$ cat config.mk
export PLATFORM = sky130hd
export DESIGN_NAME = fp_status_ctrl
export DESIGN_NICKNAME = d
export VERILOG_FILES = /design/src/rtl/fpcs_pkg.sv /design/src/rtl/fpcs_classify.sv /design/src/rtl/fpcs_predicate.sv /design/src/rtl/fp_status_ctrl.sv
export SDC_FILE = /design/constraint.sdc
export NUM_CORES = 1
export LEC_CHECK = 0
export BUFFER_PORTS_ARGS = -buffer_cell sky130_fd_sc_hd__buf_2
export CAP_MARGIN = 20
export CORE_ASPECT_RATIO = 1.5
export CORE_UTILIZATION = 40
export CTS_CLUSTER_DIAMETER = 60
export DETAILED_ROUTE_END_ITERATION = 12
export PLACE_DENSITY_LB_ADDON = 0.12
export SLEW_MARGIN = 20
export SYNTH_ARGS = -nofsm -noshare
export SYNTH_HDL_FRONTEND = slang
export SYNTH_SLANG_ARGS = --single-unit
$ cat constraint.sdc
create_clock -name clk -period 1 [get_ports clk]
set_input_delay 0 -clock clk [delete_from_list [all_inputs] [get_ports clk]]
set_output_delay 0 -clock clk [all_outputs]
set_load 0.03 [all_outputs]
$ cat src/rtl/fpcs_pkg.sv
package fpcs_pkg;
    localparam int WORD_W  = 32;
    localparam int BYTE_W  = 8;
    localparam int FLAG_W  = 4;
    localparam int FLAG_LSB = 24;
    localparam int QUOT_LSB = 16;
    localparam int EXC_LSB  = 8;
    localparam int ACC_LSB  = 0;
    localparam int EN_LSB   = 8;

    localparam logic [WORD_W-1:0] CTRL_MASK = 32'h0000_FFF0;
    localparam logic [WORD_W-1:0] STAT_MASK = 32'h0FFF_FFFF;

    typedef enum logic [1:0] {
        CLS_FINITE = 2'd0,
        CLS_ZERO   = 2'd1,
        CLS_INF    = 2'd2,
        CLS_NAN    = 2'd3
    } res_class_e;

    typedef enum logic [1:0] {
        PRD_EQ = 2'd0,
        PRD_GT = 2'd1,
        PRD_LT = 2'd2,
        PRD_UN = 2'd3
    } pred_e;

    typedef struct packed {
        logic [WORD_W-1:0] ctrl;
        logic [WORD_W-1:0] stat;
        logic              trap;
    } regs_t;
endpackage

$ cat src/rtl/fpcs_classify.sv
module fpcs_classify
    import fpcs_pkg::*;
(
    input  logic              sign_i,
    input  logic [1:0]        class_i,
    output logic [FLAG_W-1:0] flags_o
);
    res_class_e cls;

    always_comb begin
        cls        = res_class_e'(class_i);
        flags_o[3] = sign_i;
        flags_o[2] = (cls == CLS_ZERO);
        flags_o[1] = (cls == CLS_INF);
        flags_o[0] = (cls == CLS_NAN);
    end
endmodule

$ cat src/rtl/fpcs_predicate.sv
module fpcs_predicate
    import fpcs_pkg::*;
(
    input  logic [FLAG_W-1:0] flags_i,
    input  logic [1:0]        sel_i,
    output logic              hit_o
);
    logic neg, zer, nan;

    always_comb begin
        neg = flags_i[3];
        zer = flags_i[2];
        nan = flags_i[0];
        unique case (pred_e'(sel_i))
            PRD_EQ:  hit_o = zer;
            PRD_GT:  hit_o = !(nan || zer || neg);
            PRD_LT:  hit_o = neg && !nan && !zer;
            default: hit_o = nan;
        endcase
    end
endmodule

$ cat src/rtl/fp_status_ctrl.sv
module fp_status_ctrl
    import fpcs_pkg::*;
(
    input  logic        clk,
    input  logic        rst_n,
    input  logic        reg_wr,
    input  logic        reg_sel,
    input  logic [31:0] reg_wdata,
    output logic [31:0] reg_rdata,
    input  logic        clr_state,
    input  logic        upd_valid,
    input  logic        upd_is_move,
    input  logic        res_sign,
    input  logic [1:0]  res_class,
    input  logic [7:0]  exc_in,
    output logic        trap_req,
    input  logic [1:0]  pred_sel,
    output logic        pred_out
);
    regs_t             r_d, r_q;
    logic [FLAG_W-1:0] flags_new;
    logic [BYTE_W-1:0] enables_q;
    logic [BYTE_W-1:0] acc_q;
    logic [FLAG_W-1:0] flags_q;

    fpcs_classify u_classify (
        .sign_i  (res_sign),
        .class_i (res_class),
        .flags_o (flags_new)
    );

    assign flags_q   = r_q.stat[FLAG_LSB +: FLAG_W];
    assign enables_q = r_q.ctrl[EN_LSB +: BYTE_W];
    assign acc_q     = r_q.stat[ACC_LSB +: BYTE_W];

    fpcs_predicate u_predicate (
        .flags_i (flags_q),
        .sel_i   (pred_sel),
        .hit_o   (pred_out)
    );

    always_comb begin
        r_d      = r_q;
        r_d.trap = 1'b0;
        if (reg_wr) begin
            if (reg_sel) r_d.stat = reg_wdata & STAT_MASK;
            else         r_d.ctrl = reg_wdata & CTRL_MASK;
        end else if (upd_valid) begin
            if (!upd_is_move) r_d.stat[FLAG_LSB +: FLAG_W] = flags_new;
            r_d.stat[EXC_LSB +: BYTE_W] = exc_in;
            r_d.stat[ACC_LSB +: BYTE_W] = acc_q | exc_in;
            r_d.trap = |(exc_in & enables_q);
        end
        if (clr_state) begin
            r_d.stat = '0;
            r_d.trap = 1'b0;
        end
    end

    always_ff @(posedge clk or negedge rst_n) begin
        if (!rst_n) r_q <= '0;
        else        r_q <= r_d;
    end

    assign reg_rdata = reg_sel ? r_q.stat : r_q.ctrl;
    assign trap_req  = r_q.trap;

    // Assertions
    assert_flags_hold_on_move_R5: assert property (@(posedge clk) disable iff (!rst_n)
        (upd_valid && upd_is_move && !reg_wr && !clr_state)
        |=> (r_q.stat[27:24] == $past(r_q.stat[27:24])));

    assert_accrued_sticky_R7: assert property (@(posedge clk) disable iff (!rst_n)
        (!(reg_wr && reg_sel) && !clr_state)
        |=> ((acc_q & $past(acc_q)) == $past(acc_q)));

    assert_trap_raised_R8: assert property (@(posedge clk) disable iff (!rst_n)
        (upd_valid && !reg_wr && !clr_state && |(exc_in & enables_q)) |=> trap_req);

    assert_trap_quiet_R9: assert property (@(posedge clk) disable iff (!rst_n)
        !(upd_valid && !reg_wr && !clr_state && |(exc_in & enables_q)) |=> !trap_req);

    assert_clear_status_R10: assert property (@(posedge clk) disable iff (!rst_n)
        clr_state |=> (r_q.stat == '0));

    always_comb begin
        if (rst_n) begin
            assert_reserved_zero_R3: assert (r_q.stat[31:28] == 4'h0);
            assert_ctrl_reserved_R2: assert ((r_q.ctrl & ~CTRL_MASK) == '0);
        end
    end
endmodule

* After elaboration in Yosys (flattened, before gate mapping)
Index checks and enable logic that the tools add are counted.
** Cells by class
- Muxes and demuxes :: 12
- Bitwise gates (word level) :: 3
- Reduce and logical (&&, ||, !) cells :: 16
- Eq/ne operators :: 7
** Operators with widths (number)
- $mux W32 :: 2
- $mux W33 :: 1
- $mux W17 :: 1
- $mux W16 :: 1
- $mux W4 :: 4
- $and A8 B8 Y8 :: 1
- $mux W8 :: 1
- $or A8 B8 Y8 :: 1
- $reduce_or A8 Y1 :: 1
- $eq A2 B2 Y1 const B :: 3
- $reduce_and A2 Y1 :: 3
- $eq A2 B1 Y1 const B :: 2
- $reduce_bool A2 Y1 :: 2
- $logic_not A1 Y1 :: 3
- $ne A3 B1 Y1 const B :: 1
- $ne A3 B3 Y1 const B :: 1
- $pmux W1 S3 :: 1
- $reduce_and A3 Y1 :: 1
- $reduce_bool A3 Y1 :: 1
- $logic_and A1 B1 Y1 :: 2
- $logic_not A2 Y1 :: 1
- $logic_or A1 B1 Y1 :: 2
- $mux W1 :: 1
- $not A1 Y1 :: 1
** Storage, ports and cells
- Flip-flop bits (word level) :: 45
- Output and inout port bits :: 34
- Bits of input ports :: 52

* Depth between registers and ports, before layout
- Word-level depth :: 5
- Depth in mapped cells :: 5
- Gate-level depth less buffers :: 3

* Modules after synthesis
Synthesis repeated with hierarchy kept, for this count alone.
** Second synthesis, totals
- Cells, all modules :: 214
- Area, all modules :: 2247.2 sq um
** By module, submodules not included
- fp_status_ctrl :: area each 2173.3 sq um, cells each 205, times used 1, seq. area each 1026.0 sq um
- fpcs_predicate :: area each 43.8 sq um, cells each 5, times used 1, seq. area each 0.0 sq um
- fpcs_classify :: area each 30.0 sq um, cells each 4, times used 1, seq. area each 0.0 sq um

* Worst setup path after synthesis
Ideal clock, no wire load.
- Path type :: register -> output
- Start :: reg r_q, in the netlist flags_q[2]
- End :: out pred_out
- Cell stages (with the launch flop) :: 3
- Arrival time :: 1.571 ns
- Path slack :: -0.571 ns
- Data required time :: 1.000 ns
- Cells stage by stage :: dfrtp_1 -> inv_1 -> o311ai_0
** Between the ends
- Longest elaborated chain between the ends :: 4
** Ends and longest elaborated chain
- start, declared :: line fp_status_ctrl.sv:20 : regs_t r_d, r_q;
- start signal, assigned :: line fp_status_ctrl.sv:62 : else r_q <= r_d;
- $logic_or A1 B1 Y1 (2 in series) :: line fpcs_predicate.sv:16 : PRD_GT: hit_o = !(nan || zer || neg);
- $logic_not A1 Y1 :: line fpcs_predicate.sv:16
- $pmux W1 S3 * :: line fpcs_predicate.sv:14 : unique case (pred_e'(sel_i))
- end, declared :: line fp_status_ctrl.sv:18 : output logic pred_out
Mark *: on every way between the ends. The rest lies on a longest branch, timed or not.

* Worst setup path after layout
- Start :: reg r_q, in the netlist flags_q[3]
- End :: out pred_out
** Between the ends
- Longest elaborated chain between the ends :: 3
** Ends and longest elaborated chain (line)
- $logic_and A1 B1 Y1 or $logic_or A1 B1 Y1 (tied branches) :: fpcs_predicate.sv:17, fpcs_predicate.sv:16
- $logic_and A1 B1 Y1 or $logic_not A1 Y1 (tied branches) :: fpcs_predicate.sv:17, fpcs_predicate.sv:16
- $pmux W1 S3 * :: fpcs_predicate.sv:14
Marked as above.

==> run_results.csv <==
group,metric,value,unit
outcome,status,"finished, violations left",
outcome,violations,"setup timing",
setup_path,crit_required,1.00,ns
worst_hold_path,whs_endpoint,"acc_q[3]$_DFFE_PN0P_",
clocking,clkSlewWorstSetupHoldPaths,0.08,ns
grt,grt_antenna_before_repair,0,
timing,hold_viol_final,0,
setup_path,cp_top_family,"flip-flops",
floorplan,row_count,32,
timing,rsz0062_at_grt,"true",
timing,layout_setup_ws,-0.344,ns
synth,ys_ff_latch,41,
synth,yosysWarnings,0,
timing,maxSlewViolCount,0,
synth,synthDominantCellAreaShare,47.8,%
synth,synth.area.mux_share,13.6,%
synth,ys_seq_area_share,47.8,%
power_and_ir_drop,ir_drop,0.938,mV
synth,synth_cell_type_count,28,
floorplan,die_w,61.8,um
setup_path,crit_chain,"and3b_1 > o211ai_1 > o311ai_2 > buf_4",
placed_design,place_area,2730,sq um
timing,tightest_slew,0.698,ns
setup_path,cp_slowest_stage_delay,0.40,ns
grt,grt_pass1_vias,1983,
flow_run,maxCapViolations,0,
setup_path,crit_fanout,3,
worst_hold_path,hold_depth,3,
synth,synth_area_leaders,"dfrtp_1, mux2_2, and2_1",
floorplan,fp.dieH,91.7,um
route,post_drt_wl_per_cell,14.9,um
synth,synth.avg_cell_area,9.98,sq um
grt,overflow,0,
clocking,clock_latency,0.29,ns
setup_path,r2r-start,"enables_q[4]$_DFFE_PN0N_",
route,drt_first_iter_violations,88,
grt,grt_max_degree,42,
placed_design,place_congestion,0.773,
worst_hold_path,hp-start,"reg_wdata[3]",
setup_path,reg2reg_depth,4,
power_and_ir_drop,power_density,1320,nW/um^2
grt,grt_pass1_wl,9050,um
cells_and_area,fin_area,3440,sq um
grt,grtUsageMet3,4.09,%
cells_and_area,fill_cells,405,
synth,yosys.area_share.adder,0,%
timing,period_needed,1.34,ns
clocking,clock-sinks,41,
cells_and_area,finish.utilization,66.7,%
timing,setup_viol,15,
synth,synth_top_family_by_area,"simple AND/OR/NAND/NOR gates",
synth,synth-async-reset-ratio,100,%
setup_path,path_buf_inv,1,
synth,synth_top_cell_by_area,"dfrtp_1",
synth,synth_edf_count,0,
timing,finalSetupTns,-1.87,ns
placed_design,dp_hpwl,3970,um
clocking,cts.path.max_buffers,2,
setup_path,arrival,1.34,ns
cells_and_area,regArea,1030,sq um
synth,synth-xor-area-share,0,%
setup_path,critPathKind,"reg -> out",
setup_path,critical-path-slowest-cell,"dfrtp_1",
timing,fmax,744,MHz
route,vias,2041,
synth,synthSimpleGateAreaFrac,18.0,%
synth,synth_compound_area_share,15.2,%
clocking,root_buffer,"clkbuf_8",
cells_and_area,final_layout_size_suffix_gt1_share,48.1,%
placed_design,portBuffers,77,
clocking,cts_inserted_buffers,5,
grt,grt_util_met1,25.5,%
synth,synth_area,2150,sq um
floorplan,ios,86,
route,ant_nets,0,
floorplan,die_area,5670,sq um
route,totalWireLength,6050,um
worst_hold_path,worstHoldPathType,"in -> reg",
power_and_ir_drop,power,4.53,mW
cells_and_area,fin_nets,390,
route,vias_per_cell,5.01,
route,route.detailed.drc,0,
timing,fin_crit_sh,134,%
grt,gr-usage-all-layers,22.0,%
cells_and_area,antenna_cells,0,
grt,gr-usage-met2,37.8,%
timing,finClkSkew,0.000974,ns
power_and_ir_drop,p_leak,1.67,nW
clocking,h-tree-depth,2,
setup_path,start_kind,"flop",
cells_and_area,multi_input_area,1120,sq um
setup_path,critPathCaptureType,"primary output",
synth,ys.flop_type,"dfrtp_1",
synth,syn_inst,215,
timing,slew_headroom,53.4,%
route,firstDrtPassIters,4,
cells_and_area,syn_to_final_growth,60.5,%
grt,busiest_layer,"met2",
floorplan,coreArea,5160,sq um
setup_path,reg2reg_slack,-0.03,ns
floorplan,initial_core_util,41.5,%
clocking,cts_tree,"built",
setup_path,worstReg2RegEnd,"trap_req$_DFF_PN0_",
sequential cells by signal (all words and copies together), names as in the netlist:
name and count:
enables_q 8, acc_q 8, r_q 20, flags_q 4, trap_req 1
how the worst max path moves through the flow:
stage | startpoint | end | cells past startpoint
after global placement | reg_wr | r_q[10]$_DFFE_PN0P_ | 4
after CTS | flags_q[3]$_DFFE_PN0P_ | pred_out | 4
final | flags_q[3]$_DFFE_PN0P_ | pred_out | 4
after detailed placement | reg_wr | r_q[14]$_DFFE_PN0P_ | 4
after floorplan | flags_q[3]$_DFFE_PN0P_ | pred_out | 3
after global routing | flags_q[3]$_DFFE_PN0P_ | pred_out | 4
worst min-delay path: stages:
cell	delay, ns
buf_2	0.10
a2bb2oi_1	0.12
nor3_1	0.06
metal layers:
metal,share of wire [%],vias to the layer above,wire [um]
met1,41,950,2490
met5,0,-,0
met4,3.4,0,205
li1,-,1002,-
met3,4.3,14,262
met2,51,75,3090
kinds of logic (layout without fill, tap and decap cells):
family	Yosys count	after routing
multiplexers	26	26
buffers and inverters	23	144
flip-flops	41	41
other	1	4
AND/OR/NAND/NOR	78	78
AO/OA/AOI/OAI	46	46
layout by cell type, fill, tap and decap left out, types with 2 or more instances in the layout:
master,Yosys,layout
mux2_2,25,14
a22oi_1,12,8
and2_4,1,12
conb_1,1,4
nor2_2,0,2
a2bb2oi_1,8,7
mux2_4,0,11
buf_6,0,32
a211oi_1,4,4
inv_1,5,5
nor2_1,17,15
buf_2,7,48
nor3_1,8,8
dlygate4sd3_1,0,22
a222oi_1,3,3
and2_1,17,6
buf_4,5,25
clkbuf_8,0,7
a21oi_1,16,16
nor2b_1,3,3
a22oi_2,0,4
dfrtp_1,41,41
buf_12,0,4
and3b_1,2,2
nand2_1,25,25
stage by stage:
step | instances | hold WS, ns | setup slack (ns)
floorplan | 218 | -0.296 | 0.0355
global placement | 363 | -0.00539 | -0.0955
detailed placement | 363 | -0.00897 | -0.133
CTS | 403 | 0.0201 | -0.351
global route | 407 | 0.0422 | -0.439
finish | 407 | 0.0222 | -0.344
synthesized netlist by cell type, types with 2 or more instances:
| cell | count |
|---|---|
| nor2_1 | 17 |
| buf_4 | 5 |
| inv_1 | 5 |
| dfrtp_1 | 41 |
| buf_2 | 7 |
| a211oi_1 | 4 |
| mux2_2 | 25 |
| a22oi_1 | 12 |
| a21oi_1 | 16 |
| nor3_1 | 8 |
| a2bb2oi_1 | 8 |
| nor2b_1 | 3 |
| and2_1 | 17 |
| clkbuf_1 | 6 |
| nand2_1 | 25 |
| and3b_1 | 2 |
| a222oi_1 | 3 |
layout make-up:
| class | instances | share of cell area [%] |
|---|---|---|
| clock inverter | 1 | 0.145 |
| clock buffer | 7 | 2.80 |
| multi-input combinational | 154 | 32.7 |
| sequential | 41 | 29.8 |
| timing repair buffer | 131 | 31.6 |
| tap | 68 | 2.47 |
| inverter | 5 | 0.545 |
report_power, final:
part           switching, mW  internal (mW)
logic                  0.675          0.766
registers             0.0848           1.80
clock network          0.579          0.624
total                   1.34           3.19
timing repair:
| item | CTS | global route |
|---|---|---|
| pin swaps | 2 | 5 |
| hold endpoints to repair | 63 | 0 |
| resized for setup | 47 | 51 |
| setup endpoints to repair | 22 | 32 |
| buffers inserted | 11 | 4 |
| hold buffers | 22 | 0 |
No activity file was read; power rests on OpenSTA's default activity.
